<file path="src/rtl/clkRegPkg.sv">
package clkRegPkg;
  localparam int IDX_W  = 7;
  localparam int DATA_W = 8;
  localparam int DEPTH  = 1 << IDX_W;
  localparam int TIME_BYTES = 10;

  localparam logic [IDX_W-1:0] IDX_MODE = IDX_W'(10);
  localparam logic [IDX_W-1:0] IDX_CTRL = IDX_W'(11);
  localparam logic [IDX_W-1:0] IDX_FLAG = IDX_W'(12);
  localparam logic [IDX_W-1:0] IDX_STAT = IDX_W'(13);

  localparam logic [DATA_W-1:0] MODE_INIT = 8'h26;
  localparam logic [DATA_W-1:0] CTRL_INIT = 8'h02;
  localparam logic [DATA_W-1:0] STAT_VAL  = 8'h80;
  localparam logic [DATA_W-1:0] SOFT_CLR  = 8'h68;

  typedef struct packed {
    logic [IDX_W-1:0] idx;
    logic             wrStore;
    logic             wrMode;
    logic             wrCtrl;
    logic             rdFlag;
  } ctrlStrobes_t;
endpackage

</file>
<file path="src/rtl/clkRegCtrl.sv">
module clkRegCtrl
  import clkRegPkg::*;
(
  input  logic              clk,
  input  logic              rstN,
  input  logic              busSel,
  input  logic              busWe,
  input  logic              busAddr,
  input  logic [DATA_W-1:0] busWdata,
  input  logic              setMode,
  output ctrlStrobes_t      strobes,
  output logic              timeLoad
);
  logic [IDX_W-1:0] idxQ;
  logic dataWr, dataRd, idxWr, special;

  assign idxWr  = busSel && busWe && !busAddr;
  assign dataWr = busSel && busWe && busAddr;
  assign dataRd = busSel && !busWe && busAddr;
  assign special = (idxQ == IDX_MODE) || (idxQ == IDX_CTRL) ||
                   (idxQ == IDX_FLAG) || (idxQ == IDX_STAT);

  // only the low bits of the data byte form the index
  always_ff @(posedge clk or negedge rstN) begin
    if (!rstN)      idxQ <= '0;
    else if (idxWr) idxQ <= busWdata[IDX_W-1:0];
  end

  always_comb begin
    strobes.idx     = idxQ;
    strobes.wrStore = dataWr && !special;
    strobes.wrMode  = dataWr && (idxQ == IDX_MODE);
    strobes.wrCtrl  = dataWr && (idxQ == IDX_CTRL);
    strobes.rdFlag  = dataRd && (idxQ == IDX_FLAG);
  end

  // reload request for the calendar
  always_ff @(posedge clk or negedge rstN) begin
    if (!rstN) timeLoad <= 1'b0;
    else timeLoad <= (dataWr && (idxQ < IDX_W'(TIME_BYTES)) && !setMode) ||
                     (dataWr && (idxQ == IDX_CTRL) && !busWdata[DATA_W-1] && setMode);
  end


  idx_hold_chk: assert property (@(posedge clk) disable iff (!rstN)
    !idxWr |=> idxQ == $past(idxQ));
endmodule

</file>
<file path="src/rtl/clkRegData.sv">
module clkRegData
  import clkRegPkg::*;
(
  input  logic              clk,
  input  logic              rstN,
  input  logic              softRst,
  input  ctrlStrobes_t      strobes,
  input  logic              busAddr,
  input  logic [DATA_W-1:0] busWdata,
  input  logic              evPeriodic,
  input  logic              evAlarm,
  input  logic              evUpdStart,
  input  logic              evUpdEnd,
  output logic [DATA_W-1:0] busRdata,
  output logic [DATA_W-1:0] regMode,
  output logic [DATA_W-1:0] regCtrl,
  output logic              irqOut
);
  logic [DATA_W-1:0] store [DEPTH];
  logic [DATA_W-1:0] regFlag;
  logic [DATA_W-1:0] modeNext, ctrlNext, flagNext, flagSet;

  always_ff @(posedge clk) begin
    if (strobes.wrStore) store[strobes.idx] <= busWdata;
  end

  // update-in-progress bit handling
  always_comb begin
    modeNext = regMode;
    if (strobes.wrMode) modeNext[DATA_W-2:0] = busWdata[DATA_W-2:0];
    if (evUpdStart && !regCtrl[7]) modeNext[7] = 1'b1;
    if (evUpdEnd) modeNext[7] = 1'b0;
    if (strobes.wrCtrl && busWdata[7]) modeNext[7] = 1'b0;
  end


  always_comb begin
    ctrlNext = regCtrl;
    if (strobes.wrCtrl) ctrlNext = busWdata[7] ? (busWdata & 8'hEF) : busWdata;
    if (softRst) ctrlNext = regCtrl & ~SOFT_CLR;
  end

  // set bits win over the clear-on-read
  always_comb begin
    flagSet = '0;
    if (evPeriodic && regCtrl[6]) flagSet = flagSet | 8'hC0;
    if (evAlarm && regCtrl[5])    flagSet = flagSet | 8'hA0;
    if (evUpdEnd)                 flagSet = flagSet | (regCtrl[4] ? 8'h90 : 8'h10);
    flagNext = (strobes.rdFlag ? '0 : regFlag) | flagSet;
    if (softRst) flagNext = '0;
  end

  always_ff @(posedge clk or negedge rstN) begin
    if (!rstN) begin
      regMode <= MODE_INIT;
      regCtrl <= CTRL_INIT;
      regFlag <= '0;
    end else begin
      regMode <= modeNext;
      regCtrl <= ctrlNext;
      regFlag <= flagNext;
    end
  end

  // interrupt is the registered request flag
  assign irqOut = regFlag[7];

  always_comb begin
    if (!busAddr) busRdata = '1;
    else begin
      case (strobes.idx)
        IDX_MODE: busRdata = regMode;
        IDX_CTRL: busRdata = regCtrl;
        IDX_FLAG: busRdata = regFlag;
        IDX_STAT: busRdata = STAT_VAL;
        default:  busRdata = store[strobes.idx];
      endcase
    end
  end


  uip_readonly_chk: assert property (@(posedge clk) disable iff (!rstN)
    (strobes.wrMode && !evUpdStart && !evUpdEnd) |=> regMode[7] == $past(regMode[7]));

  flag_clear_chk: assert property (@(posedge clk) disable iff (!rstN)
    (strobes.rdFlag && !evPeriodic && !evAlarm && !evUpdEnd) |=> (regFlag == '0) && !irqOut);

  set_mode_chk: assert property (@(posedge clk) disable iff (!rstN)
    (strobes.wrCtrl && busWdata[7] && !softRst) |=> !regCtrl[4] && !regMode[7]);

  irq_hold_chk: assert property (@(posedge clk) disable iff (!rstN)
    (irqOut && !strobes.rdFlag && !softRst) |=> irqOut);

  soft_reset_chk: assert property (@(posedge clk) disable iff (!rstN)
    softRst |=> (regFlag == '0) && ((regCtrl & SOFT_CLR) == '0));

  uip_set_mode_chk: assert property (@(posedge clk) disable iff (!rstN)
    (regCtrl[7] && !regMode[7]) |=> !regMode[7]);
endmodule

</file>
<file path="src/rtl/clkRegPort.sv">
module clkRegPort
  import clkRegPkg::*;
(
  input  logic              clk,
  input  logic              rstN,
  input  logic              softRst,
  input  logic              busSel,
  input  logic              busWe,
  input  logic              busAddr,
  input  logic [DATA_W-1:0] busWdata,
  output logic [DATA_W-1:0] busRdata,
  input  logic              evPeriodic,
  input  logic              evAlarm,
  input  logic              evUpdStart,
  input  logic              evUpdEnd,
  output logic              irqOut,
  output logic [DATA_W-1:0] ctrlA,
  output logic [DATA_W-1:0] ctrlB,
  output logic              timeLoad
);
  ctrlStrobes_t strobes;

  clkRegCtrl uCtrl (
    .clk(clk), .rstN(rstN), .busSel(busSel), .busWe(busWe), .busAddr(busAddr),
    .busWdata(busWdata), .setMode(ctrlB[7]), .strobes(strobes), .timeLoad(timeLoad)
  );

  clkRegData uData (
    .clk(clk), .rstN(rstN), .softRst(softRst), .strobes(strobes), .busAddr(busAddr),
    .busWdata(busWdata), .evPeriodic(evPeriodic), .evAlarm(evAlarm),
    .evUpdStart(evUpdStart), .evUpdEnd(evUpdEnd), .busRdata(busRdata),
    .regMode(ctrlA), .regCtrl(ctrlB), .irqOut(irqOut)
  );
endmodule

</file>
<file path="config.mk">
export PLATFORM = sky130hd
export DESIGN_NAME = clkRegPort
export DESIGN_NICKNAME = d
export VERILOG_FILES = /design/src/rtl/clkRegPkg.sv /design/src/rtl/clkRegCtrl.sv /design/src/rtl/clkRegData.sv /design/src/rtl/clkRegPort.sv
export SDC_FILE = /design/constraint.sdc
export NUM_CORES = 1
export LEC_CHECK = 0
export ABC_CLOCK_PERIOD_IN_PS = 2750
export BUFFER_PORTS_ARGS = -buffer_cell sky130_fd_sc_hd__buf_2
export CELL_PAD_IN_SITES_DETAIL_PLACEMENT = 1
export CELL_PAD_IN_SITES_GLOBAL_PLACEMENT = 2
export CORE_MARGIN = 4
export CORE_UTILIZATION = 25
export DETAILED_ROUTE_END_ITERATION = 16
export GPL_TIMING_DRIVEN = 0
export MAX_ROUTING_LAYER = met4
export PLACE_DENSITY = 0.53
export SYNTH_ARGS = -nofsm -noshare
export SYNTH_HDL_FRONTEND = slang
export SYNTH_HIERARCHICAL = 1
export SYNTH_SLANG_ARGS = --single-unit
</file>
<file path="constraint.sdc">
create_clock -name clk -period 2.75 [get_ports clk]
set_input_delay 0.4125 -clock clk [delete_from_list [all_inputs] [get_ports clk]]
set_output_delay 0.4125 -clock clk [all_outputs]
set_load 0.01 [all_outputs]
</file>
==> results of run 1 <==
==> state kept, by name, summed over array words and instances, names as in the netlist <==
signal	cells
uData/regMode	8
uData/store	1024
uData/regCtrl	8
uCtrl/timeLoad	1
uData/regFlag	4
uCtrl/idxQ	7
==> through the flow <==
step | hold slack (ps) | setup slack (ps) | instances | instance area [um^2] | util (%)
finish | 96.4 | -1240 | 4953 | 52200 | 31.7
global route | 61.1 | -1270 | 4951 | 52200 | 31.7
CTS | 37.1 | -1230 | 4943 | 51700 | 31.4
detailed placement | 479 | -2260 | 4651 | 44700 | 27.1
global placement | 456 | -2220 | 4642 | 44400 | 26.9
floorplan | 117 | 326 | 2411 | 41400 | -
==> how the worst max path moves through the flow <==
stage	endpoint	slack (ps)	startpoint
global route	busRdata[1]	-1270	uCtrl/idxQ[0]
global placement	busRdata[2]	-2220	uCtrl/idxQ[2]
floorplan	uData/store[102][0]	330	uCtrl/idxQ[1]
finish	busRdata[4]	-1240	uCtrl/idxQ[0]
CTS	busRdata[2]	-1230	uCtrl/idxQ[0]
detailed placement	busRdata[2]	-2260	uCtrl/idxQ[2]
==> cell type report <==
| class | instances | area, um^2 | share of cell area [%] |
|---|---|---|---|
| clock inverters | 78 | 767 | 1.47 |
| multi-input cells | 1202 | 11000 | 21.0 |
| well taps | 2189 | 2740 | 5.25 |
| clock buffers | 132 | 2940 | 5.63 |
| flip-flops and latches | 1052 | 31500 | 60.3 |
| repair buffers | 142 | 1540 | 2.95 |
| diodes | 2 | 5.00 | 0.00959 |
| inverters | 4 | 15.0 | 0.0288 |
| plain buffers | 152 | 1770 | 3.40 |
==> where the power goes <==
group	total, mW	switching [mW]	internal (mW)
clock network	15.2	6.27	8.92
registers	17.8	0.0917	17.7
logic	7.50	4.91	2.59
total	40.4	11.3	29.2
==> worst reg2reg max path: stages, from the launching register on <==
cell and delay, ps:
sky130_fd_sc_hd__dfrtp_1 550, sky130_fd_sc_hd__and2_1 180, sky130_fd_sc_hd__clkbuf_1 420, sky130_fd_sc_hd__clkbuf_4 400
sky130_fd_sc_hd__nand3_1 350, sky130_fd_sc_hd__nor3_2 270, sky130_fd_sc_hd__buf_6 230
==> cells in the mapped netlist (3+ instances only) <==
master / number / area (um^2)
sky130_fd_sc_hd__o21ai_0: 118 / 591
sky130_fd_sc_hd__nor2b_1: 8 / 50.1
sky130_fd_sc_hd__buf_6: 16 / 180
sky130_fd_sc_hd__mux2_2: 17 / 191
sky130_fd_sc_hd__o221ai_1: 7 / 61.3
sky130_fd_sc_hd__a31oi_1: 4 / 25.0
sky130_fd_sc_hd__buf_2: 54 / 270
sky130_fd_sc_hd__nand3_1: 7 / 35.0
sky130_fd_sc_hd__nand2_1: 31 / 116
sky130_fd_sc_hd__nor2_1: 136 / 510
sky130_fd_sc_hd__a41oi_1: 32 / 280
sky130_fd_sc_hd__nor3_1: 7 / 35.0
sky130_fd_sc_hd__buf_1: 11 / 41.3
sky130_fd_sc_hd__o22ai_1: 256 / 1600
sky130_fd_sc_hd__buf_4: 33 / 248
sky130_fd_sc_hd__nand2b_1: 7 / 43.8
sky130_fd_sc_hd__mux2i_1: 519 / 5190
sky130_fd_sc_hd__nor4_1: 10 / 62.6
sky130_fd_sc_hd__a21oi_1: 6 / 30.0
sky130_fd_sc_hd__dfrtp_1: 24 / 601
sky130_fd_sc_hd__clkbuf_1: 39 / 146
sky130_fd_sc_hd__edfxtp_1: 1024 / 30700
sky130_fd_sc_hd__or2_2: 3 / 18.8
sky130_fd_sc_hd__dfstp_2: 4 / 105
sky130_fd_sc_hd__a22oi_1: 4 / 30.0
sky130_fd_sc_hd__o21ai_1: 13 / 65.1
sky130_fd_sc_hd__inv_1: 4 / 15.0
==> per-layer routing <==
| metal | global-route usage, % | vias to the layer above | wire length [um] |
|---|---|---|---|
| met4 | 4.72 | 0 | 3620 |
| met5 | - | - | 0 |
| met3 | 1.91 | 183 | 6020 |
| met1 | 22.2 | 12800 | 64400 |
| met2 | 26.5 | 635 | 67800 |
| li1 | - | 10200 | - |
==> repair_timing <==
item | 4_1_cts | 5_1_grt
gates cloned | 0 | 1
hold buffers | 6 | 0
pin swaps | 116 | 50
resized for setup | 699 | 89
endpoints found under the hold margin | 31 | 0
endpoints found under the setup margin | 1034 | 402
setup buffers | 76 | 8
==> logic make-up (layout without fill, tap and decap cells) <==
kind of cell	count (synthesis)	count (layout)	synth area share, %
simple gates	221	221	2.32
flops	1052	1052	75.9
xor+xnor	1	1	0.0211
mux	536	536	13.0
other cells	0	2	0
compound gates	444	444	6.56
buf+inv	157	508	2.17
==> impl_results.md, run 1 <==
* Run status: finished with violations
* Violated checks: negative setup slack
* Slowest stage delay, CP at 490 ps
* Vias in the first global route at ~25000
* Gp weighted congestion at 0.908
* Post-route ant nets at 0
* Commonest non-fill, non-tap cell in the layout: sky130_fd_sc_hd__edfxtp_1
* Worst path depth at 11
* DRT Pass-1 Iters at 5
* Number of enable flip-flop cells after synthesis at 1024
* Clock root buffer: sky130_fd_sc_hd__clkbuf_16
* LEAKAGE at 17.0 nW
* Max Fanout on Critical Path at 7
* Gate count of the mapped netlist at roughly 2400
* Setup slack of the critical path after layout at -1240 ps
* Asr flop ratio synth at 2.66%
* Die Y-Extent at 415 um
* Nets@finish at around 2700
* Max-slew violation count at 0
* Clock H-tree levels at 3
* Number of library cell types mapped by synthesis at 39
* Min-Delay Endpoint: uData/store[59][4]
* Avg WL per Cell at 28.6 um
* Worst clock skew at 42.4 ps
* Count of maximum capacitance violations at 0
* Start-to-end type of the worst setup path: reg -> out
* Worst Tran Pin Value at 994 ps
* Worst Reg2Reg Path Length in Cells at 6
* Hold Path Origin: busWdata[4]
* Clock insertion delay at the later pin of the skew report at 730 ps
* Total power after layout at 40.4 mW
* Slowest cell on the critical path: sky130_fd_sc_hd__nor4_4
* CP endpoint kind: primary output
* Total CTS buffers at 112
* Worst ir drop on vdd at roughly 550 uV
* Crit path launch type: register
* Estimated wirelength of the detail-placed design at 95.1 mm
* Share of post-route cells with drive strength above 1 at 27.0%
* Critical-path cell list: buf_12 -> buf_12 -> buf_12 -> buf_12 -> mux2i_2 -> o22ai_2 -> o21ai_4 -> a41oi_4 -> nor4_4 -> o221ai_2 -> buf_2
* Shortest clock period the worst path allows after layout at ~4000 ps
* Critical path buffer and inverter count at 5
* Post-Syn Area at ~0.041 mm^2
* Hold WC Path Type: in -> reg
* Cell occurring most often along the worst timing path: sky130_fd_sc_hd__buf_12
* Maximum frequency from static timing analysis at 251 MHz
* Cell depth of the worst min-delay path at 1
* Top library cells by usage in the layout, fill and taps aside: sky130_fd_sc_hd__edfxtp_1 (1024), sky130_fd_sc_hd__mux2i_1 (499), sky130_fd_sc_hd__o22ai_1 (252), sky130_fd_sc_hd__clkbuf_16 (118), sky130_fd_sc_hd__buf_4 (90)
* Power per Cell Area at approximately 770 mW/mm^2
* Syn_nets at 2429
* Starting DRC count in detailed routing at 2141
* Final-layout setup total negative slack at -9620 ps
* Sum of routed wire length over all layers at 142 mm
* Number of warnings reported in the yosys synthesis log at 6
* Most used flip-flop cell after synthesis: sky130_fd_sc_hd__edfxtp_1
* RSZ-0062 raised after global routing: true
* Die width at 415 um
* Count of filler cells inserted in the layout at 16900
* Global-route wire length before repair at 196 mm
* Drt via density at 4.82
* Worst-path clk slew at about 60 ps
* GRT overflow at 0
* Pin count of the biggest net entering global routing at between 100 and 150
* Area delta synth->final at 26.0%
* Reg-to-reg endpoint: uData/store[90][4]
* TritonCTS Sinks at approximately 1100
* Num ports at 44
* Reg-to-reg slack, setup at ~10 ps
* Arrival time of the worst setup path at around 3600 ps
* Worst slew margin relative to its limit at ~34%
* Final setup violation count at 8
* Total Routing Usage GR at about 17%
* Core Rows at between 100 and 150
* Initial antenna violation count at 4
* Effective utilization at floorplan at 25.1%
* Largest delay share family, worst path: compound AO/OA/AOI/OAI gates
* Final Hold Violating Endpoints at 0
* Reg-to-Reg Start: uCtrl/idxQ[4]
* Core ar. at 0.165 mm^2
* Required time at the worst-slack endpoint at 2340 ps
* Overall die area at 0.172 mm^2
* Maximum number of buffers from clock root to sink at 3
* Buffers on Ports at 42
* Mean post-synth cell area at 17.2 um^2
* Flops & latches, synth at 1052
* CTS tree: done
* Sequential fraction of the synthesis area at 75.9%
* Vias after detailed routing at ~24000
* Post-route fraction of the period consumed by the critical path at 145%
* Remaining design rule violation count at 0
(Power assumes the default switching activity.)
==> run 2, diff against run 1 <==
- HOLD_SLACK_MARGIN: unset -> 0.12
==> impl_results.md, run 2 (synthesized netlist as in run 1, its figures left out) <==
* Nets@finish at 2688 (+0.15%)
* Cell depth of the worst min-delay path at 1 (unchanged)
* Initial antenna violation count at 4 (unchanged)
* Total CTS buffers at 112 (unchanged)
* Total Routing Usage GR at 16.5% (about the same)
* Final-layout setup total negative slack at -9600 ps (+24.5 ps)
* Largest delay share family, worst path: compound AO/OA/AOI/OAI gates
* Max-slew violation count at 0 (unchanged)
* Worst Tran Pin Value at 1000 ps (+9.04 ps)
* Cell internal pwr at 29.2 mW (about the same)
* Commonest non-fill, non-tap cell in the layout: sky130_fd_sc_hd__edfxtp_1
* Cell occurring most often along the worst timing path: sky130_fd_sc_hd__buf_12
* Worst-path clk slew at 60 ps (about the same)
* Num ports at 44 (unchanged)
* Hold WC Path Type: in -> reg
* Maximum frequency from static timing analysis at 252 MHz (+0.39%)
* Drt via density at 4.81 (-0.10%)
* Effective utilization at floorplan at 25.1% (unchanged)
* Buffers on Ports at 42 (unchanged)
* Max Fanout on Critical Path at 10 (+3)
* Reg-to-Reg Start: uCtrl/idxQ[4]
* Overall die area at 0.172 mm^2 (unchanged)
* Flip-flop count of the largest register after layout at 1024 (unchanged)
* Maximum number of buffers from clock root to sink at 3 (unchanged)
* Count of maximum capacitance violations at 0 (unchanged)
* Crit path launch type: register
* Final Hold Violating Endpoints at 0 (unchanged)
* Gp weighted congestion at 0.908 (unchanged)
* Register with the most flip-flops: uData/store
* Share of post-route cells with drive strength above 1 at 27.0% (-0.039 points)
* Sum of routed wire length over all layers at 142 mm (about the same)
* Leading registers by flop count: uData/store x1024, uData/regCtrl x8, uData/regMode x8
* Share of total power consumed by net switching at 27.9% (about the same)
* TritonCTS Sinks at 1052 (unchanged)
* Core Rows at 149 (unchanged)
* CP endpoint kind: primary output
* Comb power frac at 18.5% (about the same)
* Reg-to-reg slack, setup at 0 ps (about the same)
* Clock insertion delay at the later pin of the skew report at 730 ps (about the same)
* DRT Pass-1 Iters at 5 (unchanged)
* Power per Cell Area at 774 mW/mm^2 (about the same)
* LEAKAGE at 17.0 nW (+0.11%)
* Total power after layout at 40.5 mW (about the same)
* Final core utilization at 31.7% (about the same)
* Die width at 415 um (unchanged)
* Post-route ant nets at 0 (unchanged)
* RSZ-0062 raised after global routing: true
* Sequential share of power at 43.9% (about the same)
* Critical-path cell list: buf_12 -> buf_16 -> buf_12 -> mux2i_1 -> o22ai_1 -> o21ai_2 -> a41oi_2 -> nor4_4 -> o221ai_2 -> buf_2
* Die Y-Extent at 415 um (unchanged)
* Final setup violation count at 9 (+1)
* Start-to-end type of the worst setup path: reg -> out
* Estimated wirelength of the detail-placed design at 95.1 mm (unchanged)
* Pin count of the biggest net entering global routing at 104 (unchanged)
* Top library cells by usage in the layout, fill and taps aside: sky130_fd_sc_hd__edfxtp_1 (1024), sky130_fd_sc_hd__mux2i_1 (499), sky130_fd_sc_hd__o22ai_1 (252), sky130_fd_sc_hd__clkbuf_16 (118), sky130_fd_sc_hd__buf_4 (90)
* Remaining design rule violation count at 0 (unchanged)
* Worst ir drop on vdd at 546 uV (+0.16%)
* Setup slack of the critical path after layout at -1220 ps (+15.6 ps)
* Post-route fraction of the period consumed by the critical path at 144% (-0.57 points)
* Sw Pwr at 11.3 mW (+0.11%)
* Worst Reg2Reg Path Length in Cells at 6 (unchanged)
* Post-Place Setup Slack at -2260 ps (unchanged)
* GRT overflow at 0 (unchanged)
* Worst slew margin relative to its limit at 33.1% (-0.60 points)
* Vias in the first global route at 25000 (+0.076%)
* Count of filler cells inserted in the layout at 16900 (-0.024%)
* Clock root buffer: sky130_fd_sc_hd__clkbuf_16
* Reg-to-reg endpoint: uData/store[90][4]
* Shortest clock period the worst path allows after layout at 3970 ps (-15.6 ps)
* Slowest stage delay, CP at 470 ps (-20 ps)
* Vias after detailed routing at 23900 (-0.021%)
* Hold Path Origin: busWdata[0]
* Run status: finished with violations
* Area delta synth->final at 26.1% (about the same)
* Starting DRC count in detailed routing at 2111 (-1.4%)
* Core ar. at 0.165 mm^2 (unchanged)
* Min-Delay Endpoint: uData/store[12][0]
* Launch point of the worst path: uCtrl/idxQ[0]
* Worst clock skew at 40.3 ps (-2.04 ps)
* Slowest cell on the critical path: sky130_fd_sc_hd__nor4_4
* CTS tree: done
* Worst path depth at 10 (-1)
* Avg WL per Cell at 28.6 um (about the same)
* Required time at the worst-slack endpoint at 2340 ps (about the same)
* Arrival time of the worst setup path at 3560 ps (-20 ps)
* Critical path buffer and inverter count at 4 (-1)
* Violated checks: negative setup slack
* Clock H-tree levels at 3 (unchanged)
* Clock group share of total power at 37.6% (about the same)
* Global-route wire length before repair at 196 mm (about the same)
-- run 2: cell types whose count changed in the layout (fill, tap and decap cells not counted) --
cell	previous run	this run
sky130_fd_sc_hd__dlygate4sd3_1	6	10
-- run 2: cell type report --
cell class                 count  area (um^2)  share of cell area [%]
buffer                       152         1770                    3.39
sequential                  1052        31500                    60.2
timing repair buffer         146         1580                    3.02
clock inverter                78          767                    1.47
antenna                        2         5.00                 0.00958
multi-input combinational   1202        11000                    21.0
clock buffer                 132         2940                    5.63
inverter                       4         15.0                  0.0287
tap                         2189         2740                    5.24
-- run 2: worst register-to-register path: stages (launching register included) --
cell	delay, ps
sky130_fd_sc_hd__dfrtp_1	560
sky130_fd_sc_hd__and2_1	180
sky130_fd_sc_hd__clkbuf_1	420
sky130_fd_sc_hd__clkbuf_4	400
sky130_fd_sc_hd__nand3_1	350
sky130_fd_sc_hd__nor3_2	270
sky130_fd_sc_hd__buf_6	230
-- run 2: worst max path at each step --
stage,end,slack [ps]
finish,busRdata[5],-1220
global route,busRdata[1],-1270
CTS,busRdata[2],-1230
detailed placement,busRdata[2],-2260
global placement,busRdata[2],-2220
floorplan,uData/store[102][0],330
-- run 2: layer usage --
layer | GRT usage, % | wire, um
met5 | - | 0
met4 | 4.72 | 3520
met3 | 1.91 | 6430
met2 | 26.5 | 67800
met1 | 22.2 | 64200
-- run 2: power groups by stage --
| stage | clock, mW | combinational (mW) | sequential [mW] |
|---|---|---|---|
| floorplan | 0 | 3.17 | 18.0 |
| global placement | 0 | 5.93 | 18.1 |
| detailed placement | 0 | 6.03 | 18.1 |
| CTS | 15.6 | 7.29 | 17.7 |
| global route | 16.3 | 7.76 | 17.7 |
| finish | 15.2 | 7.50 | 17.8 |
-- run 2: what timing repair did --
action,4_1_cts,5_1_grt
gates resized for setup,699,89
gates cloned,0,1
pin swaps,116,50
endpoints found under the hold margin,132,0
hold buffers,10,0
setup buffers,76,8
endpoints found under the setup margin,1034,402
-- run 2: per-stage QoR --
step,area [um^2],std cells,hold slack [ps]
global route,52200,4955,151
floorplan,41400,2411,117
detailed placement,44700,4651,479
global placement,44400,4642,456
finish,52300,4957,156
CTS,51700,4947,124
